## config.mk

```make
export PLATFORM = sky130hd
export DESIGN_NAME = csync_regen
export DESIGN_NICKNAME = d
export VERILOG_FILES = /design/src/rtl/csr_pkg.sv /design/src/rtl/csr_sync_edge.sv /design/src/rtl/csr_line_div.sv /design/src/rtl/csr_line_track.sv /design/src/rtl/csync_regen.sv
export SDC_FILE = /design/constraint.sdc
export NUM_CORES = 1
export LEC_CHECK = 0
export ABC_AREA = 1
export CAP_MARGIN = 20
export CORE_MARGIN = 2
export CORE_UTILIZATION = 54
export CTS_CLUSTER_SIZE = 16
export DETAILED_ROUTE_END_ITERATION = 10
export PLACE_DENSITY_LB_ADDON = 0.15
export REMOVE_ABC_BUFFERS = 1
export SYNTH_ARGS = -nofsm -noshare
export SYNTH_HDL_FRONTEND = slang
export SYNTH_SLANG_ARGS = --single-unit
```

## constraint.sdc

```tcl
create_clock -name clk -period 3.3 [get_ports clk]
set_clock_uncertainty 0.05 [all_clocks]
set_input_delay 0.99 -clock clk [delete_from_list [all_inputs] [get_ports clk]]
set_output_delay 0.99 -clock clk [all_outputs]
set_load 0.005 [all_outputs]
```

## src/rtl/csr_pkg.sv

```systemverilog
package csr_pkg;

    // Synchronized view of one asynchronous sync input.
    typedef struct packed {
        logic level;   // synchronized level (active low sync)
        logic fall;    // one-cycle strobe on a high-to-low transition
    } sync_sig_t;

    localparam int unsigned SYNC_INPUTS = 2;
    localparam int unsigned IDX_HS      = 0;
    localparam int unsigned IDX_VS      = 1;

    // True while the line phase lies inside the pulse window.
    function automatic logic in_window(input int unsigned phase,
                                       input int unsigned width);
        return phase < width;
    endfunction

endpackage

```

## src/rtl/csr_sync_edge.sv

```systemverilog
module csr_sync_edge
    import csr_pkg::*;
(
    input  logic      clk,
    input  logic      rst,
    input  logic      din,
    output sync_sig_t q
);
    logic meta_q, stab_q, prev_q;

    always_ff @(posedge clk) begin
        if (rst) begin
            meta_q <= 1'b1;
            stab_q <= 1'b1;
            prev_q <= 1'b1;
        end else begin
            meta_q <= din;
            stab_q <= meta_q;
            prev_q <= stab_q;
        end
    end

    always_comb begin
        q.level = stab_q;
        q.fall  = prev_q & ~stab_q;
    end
endmodule

```

## src/rtl/csr_line_div.sv

```systemverilog
module csr_line_div #(
    parameter int unsigned DIV_W = 8
) (
    input  logic             clk,
    input  logic             rst,
    input  logic             reload,
    input  logic [DIV_W-1:0] reload_val,
    output logic [DIV_W-1:0] phase,
    output logic             line_start
);
    localparam logic [DIV_W-1:0] ONE = DIV_W'(1);

    logic [DIV_W-1:0] phase_nx;

    always_comb begin
        phase_nx = reload ? reload_val : phase + ONE;
    end

    always_ff @(posedge clk) begin
        if (rst) begin
            phase      <= '0;
            line_start <= 1'b0;
        end else begin
            phase      <= phase_nx;
            line_start <= (phase_nx == '0) && (phase != '0);
        end
    end
endmodule

```

## src/rtl/csr_line_track.sv

```systemverilog
module csr_line_track #(
    parameter int unsigned LINE_W = 9
) (
    input  logic              clk,
    input  logic              rst,
    input  logic              frame_start,
    input  logic              line_tick,
    output logic [LINE_W-1:0] line
);
    localparam logic [LINE_W-1:0] LINE_MAX = '1;
    localparam logic [LINE_W-1:0] ONE      = LINE_W'(1);

    always_ff @(posedge clk) begin
        if (rst) begin
            line <= '0;
        end else if (frame_start) begin
            line <= '0;
        end else if (line_tick && line != LINE_MAX) begin
            line <= line + ONE;
        end
    end
endmodule

```

## src/rtl/csync_regen.sv

```systemverilog
module csync_regen
    import csr_pkg::*;
#(
    parameter int unsigned DIV_W     = 8,
    parameter int unsigned PULSE_CYC = 19,
    parameter int unsigned LINE_W    = 9
) (
    input  logic              clk,
    input  logic              rst,
    input  logic              orig_hs_n,
    input  logic              orig_vs_n,
    input  logic [DIV_W-1:0]  phase_ofs,
    output logic              regen_hs_n,
    output logic              comp_sync_n,
    output logic [LINE_W-1:0] line_cnt
);
    logic [SYNC_INPUTS-1:0] raw_in;
    sync_sig_t              sy [SYNC_INPUTS];

    assign raw_in[IDX_HS] = orig_hs_n;
    assign raw_in[IDX_VS] = orig_vs_n;

    for (genvar g = 0; g < SYNC_INPUTS; g++) begin : g_sync
        csr_sync_edge u_sync (
            .clk (clk),
            .rst (rst),
            .din (raw_in[g]),
            .q   (sy[g])
        );
    end

    logic             hs_fall, vs_fall, vs_low;
    logic [DIV_W-1:0] div_cnt;
    logic             line_start;
    logic             pulse_on;

    assign hs_fall = sy[IDX_HS].fall;
    assign vs_fall = sy[IDX_VS].fall;
    assign vs_low  = ~sy[IDX_VS].level;

    csr_line_div #(.DIV_W(DIV_W)) u_div (
        .clk        (clk),
        .rst        (rst),
        .reload     (hs_fall),
        .reload_val (phase_ofs),
        .phase      (div_cnt),
        .line_start (line_start)
    );

    csr_line_track #(.LINE_W(LINE_W)) u_track (
        .clk         (clk),
        .rst         (rst),
        .frame_start (vs_fall),
        .line_tick   (line_start),
        .line        (line_cnt)
    );

    assign pulse_on    = in_window(int'(div_cnt), PULSE_CYC);
    assign regen_hs_n  = ~pulse_on;
    assign comp_sync_n = vs_low ? pulse_on : ~pulse_on;
endmodule

```

Yosys cells after proc, flatten, opt, wreduce, memory -nomap -nowiden
Cells that the tools add are included.
W data, S select, Z words.

word-level totals
  bits in registers = 24
  bits in latches = 0
  RAM bits = 0
  bits in read-only memories = 0
  output and inout bits = 11
  memories kept = 0

cells by class
  add/subtract/negate cells = 2
  multiply operators = 0
  divide/modulo/power cells = 0
  $lt $le $gt $ge = 1
  equal/unequal tests = 1
  shift operators = 0
  mux-type cells = 2
  bitwise gates (word level) = 5
  reduce and logical (&&, ||, !) cells = 5

operator list
  operator               number
  $add A9 B1 Y9 const B  1
  $ne A9 B9 Y1 const B   1
  $add A8 B1 Y8 const B  1
  $logic_not A8 Y1       1
  $lt A8 B5 Y1 const B   1
  $mux W8                1
  $reduce_bool A8 Y1     1
  $not A1 Y1             3
  $and A1 B1 Y1          2
  $logic_and A1 B1 Y1    2
  $reduce_or A2 Y1       1
  $mux W1                1

Depth between registers and ports, before layout
  depth in word-level cells = 5
  mapped depth = 12
  depth with buffers taken out = 12

By module
Synthesis repeated with hierarchy kept, for this count alone.

second synthesis, totals
  cells, all modules = 190
  area, all modules = 1249.9 um^2

by module, submodules not included
  module          instances  cells an instance  area each (um^2)
  csr_line_div    1          88                 533.0
  csr_line_track  1          66                 469.2
  csr_sync_edge   2          13                 101.3
  csync_regen     1          10                 45.0

Least setup slack after synthesis
Ideal clock, no wire load.

  kind = flip-flop to output port
  start = reg u_div.phase[0]
  end = out comp_sync_n
  arrival = 1057 ps
  data required time = 2260 ps
  path slack = 1203 ps
  cell stages (with the launch flop) = 5
  path through = dfxtp_1 > ha_1 > nor3_1 > o211ai_1 > xor2_1

on the way
  cells in the longest elaborated chain, start to end = 3

ends and longest elaborated chain
  item                    line                text
  start, declared         csr_line_div.sv:8   output logic [DIV_W-1:0] phase,
  start signal, assigned  csr_line_div.sv:24  phase <= phase_nx;
  $lt A8 B5 Y1            csr_pkg.sv:16       return phase < width;
  $not A1 Y1              --
  named net regen_hs_n    csync_regen.sv:13   output logic regen_hs_n,
  $mux W1                 csync_regen.sv:60   assign comp_sync_n = vs_low ? pulse_on : ~pulse_on;
  end, declared           csync_regen.sv:14   output logic comp_sync_n,

The timed path passes the listed nets, and every way through them passes these cells.

Worst setup path in the final report
  start = reg u_div.phase[0]
  end = out comp_sync_n

on the way
  cells in the longest elaborated chain, start to end = 3

ends and longest elaborated chain
  item            line
  $lt A8 B5 Y1 *  csr_pkg.sv:16
  $not A1 Y1      csync_regen.sv:60
  $mux W1 *       csync_regen.sv:60

Every way passes the cells marked *; elsewhere a longest branch is shown, timed or not.

==> reports/metrics.cfg <==
[outcome]
outcome = completed

[placement]
portBuffers = 22
post-dp-hpwl_mm = 1.89
dpl_worst_slack_ps = 658
gp_congestion = 0.849

[floorplanning]
design.core.area_um2 = 2000
die_area_um2 = 2580
dieWidth_um = 50.7
fp.dieH_um = 50.7
fp-row-count = 16
start_util_pct = 58.9
ios = 23

[clock_tree]
cts-htree-levels = 1
cts_buffers = 3
ctsResizeCount = 0
postCtsSetupBuffers = 0
cts_tree = yes
clk-insertion-delay-late_ps = 310
cts-root-buf = clkbuf_4
ctsHoldBuffers = 0
cts_buffer_depth = 2
clk_pin_slew_worst_paths_ps = 130
cts.sinks = 24

[critical_path]
rr_startpoint = u_track.line[0]
reg2reg_to = u_track.line[5]
r2r_slack_ps = 1330
end_kind = output port
critPathMaxFanout = 5
crit_type = reg2out
reg2reg_depth = 11
setup.worst_path.start_class = register
crit_arrival_ps = 1990
required_ps = 2260

[synthesis]
synth-xor-area-share_pct = 2.23
synth-simple-area-share_pct = 36.1
synth_flop_cell = dfxtp_1
synthTopCellsByArea = dfxtp_1 41%, nand2_1 11%, nand3_1 5.9%, inv_1 5.7%, nor2_1 5.4%
synth_top_area_cell = dfxtp_1
async_flop_share_pct = 0
synthMuxAreaShare_pct = 0
synth_compound_area_share_pct = 9.44
netlist_instances = 164
synth_top_family_by_area = simple AND/OR/NAND/NOR gates
yosysWarnings = 0
synth_top_area_share_pct = 40.7
synth_cell_types = 26
avgSynthCellArea_um2 = 7.19
synthAdderAreaFrac_pct = 4.24
synth_edf_count = 0
synth_seq_area_share_pct = 40.7
ys_seq_elements = 24
syn_area_um2 = 1180

[sta]
final_max_slew_viol_count = 0
fin_crit_ps = 3030
tightest_slew_ps = 518
setup_slack_ps = 266
slew_headroom_pct = 65.5
post-route-period-util_pct = 91.9
tns_ps = 0
finalHoldViolations = 0
fmax_mhz = 330
finalSetupViolCount = 0
rsz0062_at_grt = false

[final_layout]
antennaDiodeCount = 0
layout_common_cells = 35 x nand2_1, 24 x dfxtp_1, 22 x clkdlybuf4s50_1
synthToLayoutAreaGrowth_pct = 25.7
multi_input_area_um2 = 613
drive_gt1_share_pct = 13.2
nets = 206
register_area_um2 = 480
final_common_cell = nand2_1
fill_cells = 161

[routing]
wl_per_cell_um = 11.5
dr.pass1.iters = 4
vias_per_cell = 5.16
drt-initial-drc-count = 22
routed_wl_mm = 2.49
drc = 0
postRouteAntennaNets = 0
num_vias = 1115

[run]
cap_viol_max_count = 0

[power_and_ir_drop]
vdd_drop_max_v = 0.000290
p_leak_uw = 0.000608
power_per_cell_area_nw_per_um2 = 406

[grt]
antenna_found_initial = 0
grt_max_degree = 15
grtUsageTotal_pct = 22.4
grt_pass1_wl_mm = 4.35
overflow = 0
grt_pass1_vias = 1043

[worst_hold_path]
hp-start = g_sync[1].u_sync.meta_q
hold_class = reg2reg
whs_endpoint = g_sync[1].u_sync.stab_q
whs_path_depth = 1

per-stage QoR:
stage	instance area [µm²]	util, %	std cells	power [µW]	hold slack, ps
2_1_floorplan	1180	-	163	361	339
3_3_place_gp	1430	71.4	212	393	348
3_5_place_dp	1430	71.4	212	396	352
4_1_cts	1480	74.1	216	609	386
5_1_grt	1480	74.1	216	634	398
6_report	1480	74.1	216	602	380
worst max-delay path by stage:
stage                   startpoint     endpoint  slack (ps)
finish              u_div.phase[0]  comp_sync_n         270
CTS                 u_div.phase[0]  comp_sync_n         260
global placement    u_div.phase[0]  comp_sync_n         680
detailed placement  u_div.phase[0]  comp_sync_n         660
floorplan           u_div.phase[0]  comp_sync_n        1200
global route        u_div.phase[1]  comp_sync_n         170
where the power goes:
group / switching (µW) / total, µW / internal (µW)
sequential: 9.87 / 311 / 301
combinational: 40.9 / 80.8 / 39.9
clock: 87.8 / 211 / 123
total: 139 / 602 / 463
logic make-up (layout without fill, tap and decap cells):
kind of cell,count (synthesis),in the layout
AO/OA/AOI/OAI,20,20
flip-flops,24,24
adder cells (fa/ha/maj),4,4
buffers and inverters,23,48
XOR/XNOR,3,3
AND/OR/NAND/NOR,90,90
metal layers:
metal	vias up	GRT usage, %	routed length, µm
met1	499	27.7	1130
li1	578	-	-
met4	0	8.56	45
met5	-	0	0
met2	32	38.4	1200
met3	6	4.17	117
synth_stat cells (2+ instances only):
cell	count
nand2_1	35
dfxtp_1	24
inv_1	18
nor2_1	17
nand3_1	14
a21oi_1	11
nor2_2	6
or2_2	5
ha_1	4
inv_2	4
nor3_1	4
o21ai_0	4
nand4_1	3
nand2_2	2
xor2_1	2
worst max-delay path: stages (launching register included):
cell             delay (ps)
dfxtp_1                 400
ha_1                    250
nor3_1                   60
o211ai_1                240
xor2_1                  200
clkdlybuf4s50_1         520
flip-flops by register name, indices dropped and copies added (netlist names):
register,flops
g_sync.u_sync.prev_q,2
u_track.line,9
g_sync.u_sync.stab_q,2
u_div.phase,8
g_sync.u_sync.meta_q,2
u_div.line_start,1
layout make-up:
class,instances,share of cell area [%]
Tap cell,27,2.28
Clock inverter,1,2.03
Sequential cell,24,32.4
Clock buffer,3,1.52
Timing Repair Buffer,22,14.9
Multi-Input combinational cell,117,41.4
Inverter,22,5.57
Note: power is estimated with default switching activity, not from simulation.
